$ cat src/rtl/hkp_pkg.sv
package hkp_pkg;
  localparam int LANE = 64;
  localparam int BLK  = 2 * LANE;

  // fold multiplier: x^63 + x^62 + x^57
  localparam logic [LANE-1:0] FOLD_C  = {8'hC2, {(LANE-8){1'b0}}};
  // twist correction applied when the top bit leaves the block
  localparam logic [BLK-1:0]  TWIST_C = {8'hC2, {(BLK-16){1'b0}}, 8'h01};

  // 64x64 carry-less product
  function automatic logic [BLK-1:0] clmul(input logic [LANE-1:0] a,
                                           input logic [LANE-1:0] b);
    logic [BLK-1:0] acc;
    acc = '0;
    for (int i = 0; i < LANE; i++)
      if (b[i]) acc = acc ^ (BLK'(a) << i);
    return acc;
  endfunction

  function automatic logic [BLK-1:0] twist(input logic [BLK-1:0] k);
    logic [BLK-1:0] s;
    logic [BLK-1:0] t;
    s = {k[LANE-1:0], k[BLK-1:LANE]};
    t = {s[BLK-2:0], 1'b0};
    if (s[BLK-1]) t = t ^ TWIST_C;
    return t;
  endfunction

  function automatic logic [BLK-1:0] halves_xor(input logic [BLK-1:0] v);
    return BLK'(v[LANE-1:0] ^ v[BLK-1:LANE]);
  endfunction

  // Karatsuba recombination plus two 64-bit folds
  function automatic logic [BLK-1:0] reduce(input logic [BLK-1:0] plo,
                                            input logic [BLK-1:0] pmid,
                                            input logic [BLK-1:0] phi);
    logic [BLK-1:0] mid;
    logic [BLK-1:0] upper;
    logic [BLK-1:0] r1;
    mid   = pmid ^ plo ^ phi ^ {phi[LANE-1:0], plo[BLK-1:LANE]};
    upper = {phi[BLK-1:LANE], mid[BLK-1:LANE]};
    r1    = {plo[LANE-1:0], mid[LANE-1:0]} ^ clmul(plo[LANE-1:0], FOLD_C);
    return clmul(r1[LANE-1:0], FOLD_C) ^ {r1[LANE-1:0], r1[BLK-1:LANE]} ^ upper;
  endfunction
endpackage

$ cat src/rtl/hkp_twist.sv
module hkp_twist
  import hkp_pkg::*;
(
  input  logic           clk,
  input  logic           rst,
  input  logic           load,
  input  logic [BLK-1:0] key_in,
  output logic           tw_v,
  output logic [BLK-1:0] tw_q
);
  always_ff @(posedge clk) begin
    if (rst) begin
      tw_v <= 1'b0;
      tw_q <= '0;
    end else begin
      tw_v <= load;
      if (load) tw_q <= twist(key_in);
    end
  end

  AST_TWIST_LSB: assert property (@(posedge clk) disable iff (rst)
    (load && !$past(rst)) |=> (tw_q[0] == $past(key_in[LANE-1])));
  AST_TWIST_SHIFT: assert property (@(posedge clk) disable iff (rst)
    load |=> (tw_q[LANE] == $past(key_in[BLK-1])));
endmodule

$ cat src/rtl/hkp_square.sv
module hkp_square
  import hkp_pkg::*;
(
  input  logic           clk,
  input  logic           rst,
  input  logic           in_v,
  input  logic [BLK-1:0] tw_in,
  output logic           prod_v,
  output logic [BLK-1:0] tw_out,
  output logic [BLK-1:0] helper_out,
  output logic [BLK-1:0] sq_out
);
  localparam int NPROD = 3;  // low, high, middle

  logic [LANE-1:0] opnd [NPROD];
  logic [BLK-1:0]  prod_d [NPROD];
  logic [BLK-1:0]  prod_q [NPROD];
  logic [BLK-1:0]  tw_mid;
  logic [BLK-1:0]  sq_d;

  assign opnd[0] = tw_in[LANE-1:0];
  assign opnd[1] = tw_in[BLK-1:LANE];
  assign opnd[2] = tw_in[LANE-1:0] ^ tw_in[BLK-1:LANE];

  for (genvar g = 0; g < NPROD; g++) begin : g_prod
    assign prod_d[g] = clmul(opnd[g], opnd[g]);
    always_ff @(posedge clk) begin
      if (rst) prod_q[g] <= '0;
      else if (in_v) prod_q[g] <= prod_d[g];
    end
  end

  always_ff @(posedge clk) begin
    if (rst) begin
      prod_v <= 1'b0;
      tw_mid <= '0;
    end else begin
      prod_v <= in_v;
      if (in_v) tw_mid <= tw_in;
    end
  end

  assign sq_d = reduce(prod_q[0], prod_q[2], prod_q[1]);

  always_ff @(posedge clk) begin
    if (rst) begin
      tw_out     <= '0;
      sq_out     <= '0;
      helper_out <= '0;
    end else if (prod_v) begin
      tw_out     <= tw_mid;
      sq_out     <= sq_d;
      helper_out <= {halves_xor(sq_d)[LANE-1:0], halves_xor(tw_mid)[LANE-1:0]};
    end
  end

  AST_STAGE_FOLLOW: assert property (@(posedge clk) disable iff (rst)
    prod_v |=> (tw_out == $past(tw_mid)));
  AST_IDLE_HOLD: assert property (@(posedge clk) disable iff (rst)
    (!prod_v && !$past(rst)) |=> $stable(sq_out));
endmodule

$ cat src/rtl/hkey_precompute.sv
module hkey_precompute
  import hkp_pkg::*;
(
  input  logic         clk,
  input  logic         rst,
  input  logic         load,
  input  logic [127:0] key_in,
  output logic         key_valid,
  output logic [127:0] tw_key,
  output logic [127:0] helper_key,
  output logic [127:0] sq_key
);
  logic           tw_v;
  logic [BLK-1:0] tw_q;
  logic           prod_v;
  logic           done_evt;

  hkp_twist u_twist (
    .clk    (clk),
    .rst    (rst),
    .load   (load),
    .key_in (key_in),
    .tw_v   (tw_v),
    .tw_q   (tw_q)
  );

  hkp_square u_square (
    .clk        (clk),
    .rst        (rst),
    .in_v       (tw_v),
    .tw_in      (tw_q),
    .prod_v     (prod_v),
    .tw_out     (tw_key),
    .helper_out (helper_key),
    .sq_out     (sq_key)
  );

  // last stage finishing with no newer key behind it
  assign done_evt = prod_v && !tw_v && !load;

  always_ff @(posedge clk) begin
    if (rst)           key_valid <= 1'b0;
    else if (load)     key_valid <= 1'b0;
    else if (done_evt) key_valid <= 1'b1;
  end

  AST_RESET_CLEAR: assert property (@(posedge clk)
    $past(rst) |-> (!key_valid && tw_key == '0 && sq_key == '0 && helper_key == '0));
  AST_LOAD_DROPS: assert property (@(posedge clk) disable iff (rst)
    load |=> !key_valid);
  AST_RISE_LATENCY: assert property (@(posedge clk) disable iff (rst)
    $rose(key_valid) |-> ($past(load, 3) && !$past(load, 2) && !$past(load, 1)));
  AST_VALID_HOLD: assert property (@(posedge clk) disable iff (rst)
    (key_valid && !load) |=> (key_valid && $stable(tw_key) && $stable(sq_key)
                              && $stable(helper_key)));
endmodule

$ cat config.mk
export PLATFORM = sky130hd
export DESIGN_NAME = hkey_precompute
export DESIGN_NICKNAME = d
export VERILOG_FILES = /design/src/rtl/hkp_pkg.sv /design/src/rtl/hkp_twist.sv /design/src/rtl/hkp_square.sv /design/src/rtl/hkey_precompute.sv
export SDC_FILE = /design/constraint.sdc
export NUM_CORES = 2
export LEC_CHECK = 0
export ABC_AREA = 0
export BUFFER_PORTS_ARGS = -buffer_cell sky130_fd_sc_hd__buf_2
export CAP_MARGIN = 15
export CORE_UTILIZATION = 58
export DETAILED_ROUTE_END_ITERATION = 8
export HOLD_SLACK_MARGIN = 0.12
export PLACE_DENSITY = 0.84
export SYNTH_ARGS = -nofsm -noshare
export SYNTH_HDL_FRONTEND = slang
export SYNTH_SLANG_ARGS = --single-unit
export TNS_END_PERCENT = 10
$ cat constraint.sdc
create_clock -name clk -period 10.4 [get_ports clk]
set_clock_uncertainty 0.15 [all_clocks]
set_input_delay 1.04 -clock clk [delete_from_list [all_inputs] [get_ports clk]]
set_output_delay 1.04 -clock clk [all_outputs]
set_load 0.02 [all_outputs]
### Yosys cells after proc, flatten, opt, wreduce, memory -nomap -nowiden

Memory sizes are Yosys's and may differ from the RTL's.
Cells that the tools add are included.

| operators by class | value |
|---|---|
| multiplexer cells | 201 |
| bitwise gates (word level) | 206 |
| reduce and logical (&&, ||, !) cells | 5 |

Operator list:

| cell | count |
|---|---|
| 2-to-1 mux 128 bit | 193 |
| XOR 128 bit | 6 |
| XOR 128 x 127 -> 128 bit | 5 |
| XOR 128 x 100 -> 128 bit | 3 |
| XOR 128 x 101 -> 128 bit | 3 |
| XOR 128 x 102 -> 128 bit | 3 |
| XOR 128 x 103 -> 128 bit | 3 |
| XOR 128 x 104 -> 128 bit | 3 |
| XOR 128 x 105 -> 128 bit | 3 |
| XOR 128 x 106 -> 128 bit | 3 |
| XOR 128 x 107 -> 128 bit | 3 |
| XOR 128 x 108 -> 128 bit | 3 |
| XOR 128 x 109 -> 128 bit | 3 |
| XOR 128 x 110 -> 128 bit | 3 |
| XOR 128 x 111 -> 128 bit | 3 |
| XOR 128 x 112 -> 128 bit | 3 |
| XOR 128 x 113 -> 128 bit | 3 |
| XOR 128 x 114 -> 128 bit | 3 |
| XOR 128 x 115 -> 128 bit | 3 |
| XOR 128 x 116 -> 128 bit | 3 |
| XOR 128 x 117 -> 128 bit | 3 |
| XOR 128 x 118 -> 128 bit | 3 |
| XOR 128 x 119 -> 128 bit | 3 |
| XOR 128 x 120 -> 128 bit | 3 |
| 51 further kinds | 145 |

| storage, ports and cells | value |
|---|---|
| bits in registers | 643 |
| memory bits (writable) | 384 |
| output and inout port bits | 385 |
| memories kept | 1 |

Memory list:

| name | depth | width | rd ports | clocked after Yosys merged registers in | write ports | line | RTL |
|---|---|---|---|---|---|---|---|
| u_square.prod_q | 3 | 128 | 3 | 0 | 3 | hkp_square.sv:17 | `logic [BLK-1:0] prod_q [NPROD];` |

### Depth between registers and ports, before layout

| logic depth | value |
|---|---|
| depth after elaboration | 129 |
| gate-level depth with buffers | 7 |

### Modules after synthesis

A second synthesis with hierarchy kept.

| unflattened totals | value |
|---|---|
| cell total of the unflattened synthesis | 3,464 |
| area, all modules | 42,909.9 µm² |

By module, submodules not included:

| module | instances | cells each | area an instance (µm²) | sequential area each (µm²) |
|---|---|---|---|---|
| hkp_square | 1 | 3,042 | 38,264.2 | 21,710.8 |
| hkp_twist | 1 | 418 | 4,600.7 | 2,582.5 |
| hkey_precompute | 1 | 4 | 45.0 | 20.0 |

### Least setup slack after synthesis

OpenSTA, ideal clock, no wires.

| path | value |
|---|---|
| kind | input port to flip-flop |
| from | input rst |
| to | memory u_square.prod_q[0][0] in the netlist's numbering, enable pin |
| arrival time | 8.809 ns |
| required time | 9.522 ns |
| path slack | 0.714 ns |
| cell stages on the path | 4 |
| path buffers | 2 |
| cells stage by stage | nor2_1 clkbuf_1 clkbuf_1 inv_1 |

RTL lines:

| element | line | RTL |
|---|---|---|
| start: declaration | hkey_precompute.sv:5 | `input logic rst,` |
| end: declaration | hkp_square.sv:17 |  |

==> impl_metrics.tcl <==
set metrics [dict create \
    dieArea_um2 75500 \
    grt_max_degree 207 \
    worstPathMaxFanout 99 \
    slew_viol_final 0 \
    max_slew_margin_pct 16.3 \
    synth.largest_area_cell "dfxtp_1" \
    multiInputGateArea_um2 18700 \
    synth_cells 3580 \
    synth_top_cell_area_share_pct 29.8 \
    ios 516 \
    hold_violations 0 \
    port_buffers 515 \
    antenna_found_initial 3 \
    die_w_um 275 \
    ctsResizeCount 0 \
    coreArea_um2 73300 \
    cts-htree-levels 3 \
    yosys.area_share.simple_pct 8.75 \
    r2r_end "u_square.helper_out[105]" \
    p_sw_share_pct 28.5 \
    drt_first_pass_iters 7 \
    dp_hpwl_mm 70.9 \
    postRouteWirelength_mm 106 \
    cp_cell_sequence "buf_8 > buf_4 > buf_4 > buf_4 > nor3_1 > mux2_2" \
    timing.final.crit_period_ns 4.03 \
    drv_cap 0 \
    cp-start-kind "input port" \
    synth_compound_area_share_pct 6.70 \
    drive_above_1_share_pct 18.5 \
    path_class "in2reg" \
    stdcell_count 5248 \
    worstPathArrival_ns 4.40 \
    synth.most_common_cell "dfxtp_1" \
    grt_overflow 0 \
    violations "DRC" \
    fin_crit_sh_pct 38.8 \
    synthTopCellsByCount "643 x dfxtp_1, 593 x xnor2_1, 532 x nor2_1" \
    yosysUniqueCellTypes 38 \
    synth_seq_cells 1024 \
    muxShareOfSynthArea_pct 6.35 \
    ys_warn_count 0 \
    clk_path_buf_depth 3 \
    min_to "u_square.sq_out[67]" \
    initial_utilization_pct 58.8 \
    drt-initial-drc-count 2057 \
    p_leak_nw 22.2 \
    crit_path_end_kind "flop" \
    cellPowerDensity_nw_per_um2 211 \
    r2r_start "u_square.prod_v" \
    worstHoldPathType "reg2reg" \
    grt_pass1_vias 28100 \
    gp_congestion 0.862 \
    antenna_left 0 \
    ys_seq_area_share_pct 56.3 \
    cp_common_cell "buf_4" \
    synth_area_leaders "dfxtp_1 30%, edfxtp_1 27%, xnor2_1 12%" \
    synthAdderAreaFrac_pct 0 \
    vias 28600 \
    async_flop_share_pct 0 \
    cts.sinks 1024 \
    synth_edf_count 381 \
    synthFlopType "dfxtp_1" \
    rrSetupSlack_ns 6.69 \
    synth-xor-area-share_pct 19.9 \
    regArea_um2 24300 \
    drcViolationCount 28 \
    synth_top_family_by_area "XOR/XNOR gates" \
    synth_area_um2 43100 \
    critPathSlowestCell "buf_4" \
    hp-start "u_square.sq_out[67]" \
    min_path_cells 2 \
    cts.clk_slew.worst_paths_ns 0.06 \
    rsz0062_at_grt "no" \
    irDropWorstVdd_v 0.000119 \
    cts_root_buf "clkbuf_16" \
    cts-buffers-inserted 103 \
    p_int_mw 7.64 \
    reg2reg_depth 4 \
    nNetsFinal 4329 \
    cts_tree "done" \
    n_fill_cell 5068 \
    vias_per_cell 5.45 \
    pwr-share-comb_pct 20.9 \
    clock_latency_ns 0.65 \
    seqPwrFrac_pct 43.1 \
    max_freq_ghz 0.248 \
    grt.total_usage_pct 27.4 \
    num_rows 99 \
    grt_pass1_wl_mm 159 \
    switching_power_mw 3.05 \
    status "finished with violations" \
    tns_ns 0 \
    cts_hold_buf 0 \
    worst_pin_slew_ns 1.26 \
    place_inst 5051 \
    fp.dieH_um 275 \
    p_clk_share_pct 36.1 \
    max_stage_delay_ns 0.84 \
    setup_viol 0 \
    critPathRequiredTime_ns 10.77 \
    post_cts_buffers 0 \
    cp-startpoint "rst" \
    syn_avg_cell_area_um2 12.1 \
    wire_per_inst_um 20.1 \
    syn2layout_area_growth_pct 17.4 \
]
-- worst max-delay path by stage --
stage	endpoint	slack, ns	cells after the start
final	u_square.helper_out[102]	6.37	6
after global routing	u_square.helper_out[102]	6.22	6
after CTS	u_square.helper_out[102]	6.47	6
after detailed placement	u_square.helper_out[102]	5.79	6
after global placement	u_square.helper_out[102]	5.83	6
after floorplan	u_square.prod_q[0][0]	0.71	4
-- cells by family (layout without fill, tap and decap cells) --
logic type / after synthesis / in the layout
muxes: 273 / 273
DFF: 1024 / 1024
other: 1 / 191
and+or+nand+nor: 845 / 845
AOI/OAI and AO/OA: 411 / 411
buffers and inverters: 217 / 736
xor gates and xnor gates: 809 / 809
-- layout make-up --
cell class | count | share of cell area, %
Tap cell | 959 | 2.37
Sequential cell | 1024 | 48.0
Inverter | 5 | 0.0642
Multi-Input combinational cell | 2527 | 37.0
Clock buffer | 140 | 6.05
Timing Repair Buffer | 537 | 5.51
Antenna cell | 2 | 0.00988
Clock inverter | 54 | 1.03
-- registers in the layout, indices dropped and copies added (netlist names) --
name	flops
u_square.prod_q	381
u_square.helper_out	128
u_square.sq_out	128
u_square.tw_mid	128
u_square.tw_out	128
u_twist.tw_q	128
key_valid	1
u_square.prod_v	1
u_twist.tw_v	1
-- power groups by stage --
stage / Combinational (mW) / Clock [mW] / Sequential (mW)
2_1_floorplan: 1.50 / 0 / 4.78
3_3_place_gp: 2.16 / 0 / 4.68
3_5_place_dp: 2.20 / 0 / 4.69
4_1_cts: 2.23 / 3.89 / 4.60
5_1_grt: 2.36 / 4.06 / 4.63
6_report: 2.23 / 3.85 / 4.61
-- cell usage in the layout, fill, tap and decap left out, types with 3 or more instances in the layout --
| cell type | count |
|---|---|
| a211oi_1 | 124 |
| buf_2 | 513 |
| edfxtp_1 | 381 |
| xnor2_1 | 593 |
| inv_6 | 3 |
| bufinv_16 | 8 |
| clkbuf_16 | 113 |
| conb_1 | 189 |
| nor3_1 | 17 |
| buf_4 | 20 |
| a31o_2 | 40 |
| clkinv_4 | 3 |
| clkinv_1 | 5 |
| mux2_2 | 6 |
| a31o_1 | 9 |
| xnor3_1 | 83 |
| xor2_1 | 97 |
| a21oi_1 | 105 |
| and3_1 | 130 |
| xor3_1 | 8 |
| clkbuf_1 | 13 |
| dfxtp_1 | 641 |
| clkinv_2 | 26 |
| nand2_1 | 111 |
| xnor2_2 | 22 |
| clkbuf_8 | 14 |
| clkinvlp_4 | 6 |
| and4_1 | 46 |
| a21o_1 | 128 |
| mux2i_1 | 266 |
| nor2_1 | 531 |
-- routing by layer --
layer | share of wire [%] | up-vias | global-route usage, % | routed length, um
li1 | - | 13400 | - | -
met1 | 41 | 14000 | 35.4 | 43400
met2 | 49 | 988 | 46.2 | 52200
met3 | 6.3 | 213 | 4.35 | 6700
met4 | 3.2 | 0 | 10.4 | 3340
met5 | 0 | - | 0 | 0
-- critical path: cells and delay by family --
family | cells | cell delay (ns)
AND/OR/NAND/NOR | 1 | 0.14
buffers and inverters | 4 | 2.68
multiplexers | 1 | 0.30
-- per-stage QoR --
stage | worst slack, ns | hold slack, ns | utilization (%) | area, um2 | power (mW)
final | 6.37 | 0.311 | 69.1 | 50700 | 10.7
after CTS | 6.47 | 0.312 | 69.0 | 50600 | 10.7
after global routing | 6.22 | 0.330 | 69.1 | 50700 | 11.1
after floorplan | 0.714 | 0.320 | - | 43900 | 6.28
after global placement | 5.83 | 0.300 | 64.2 | 47000 | 6.83
after detailed placement | 5.79 | 0.302 | 64.2 | 47000 | 6.89
Power figures use the tool's default switching activity.
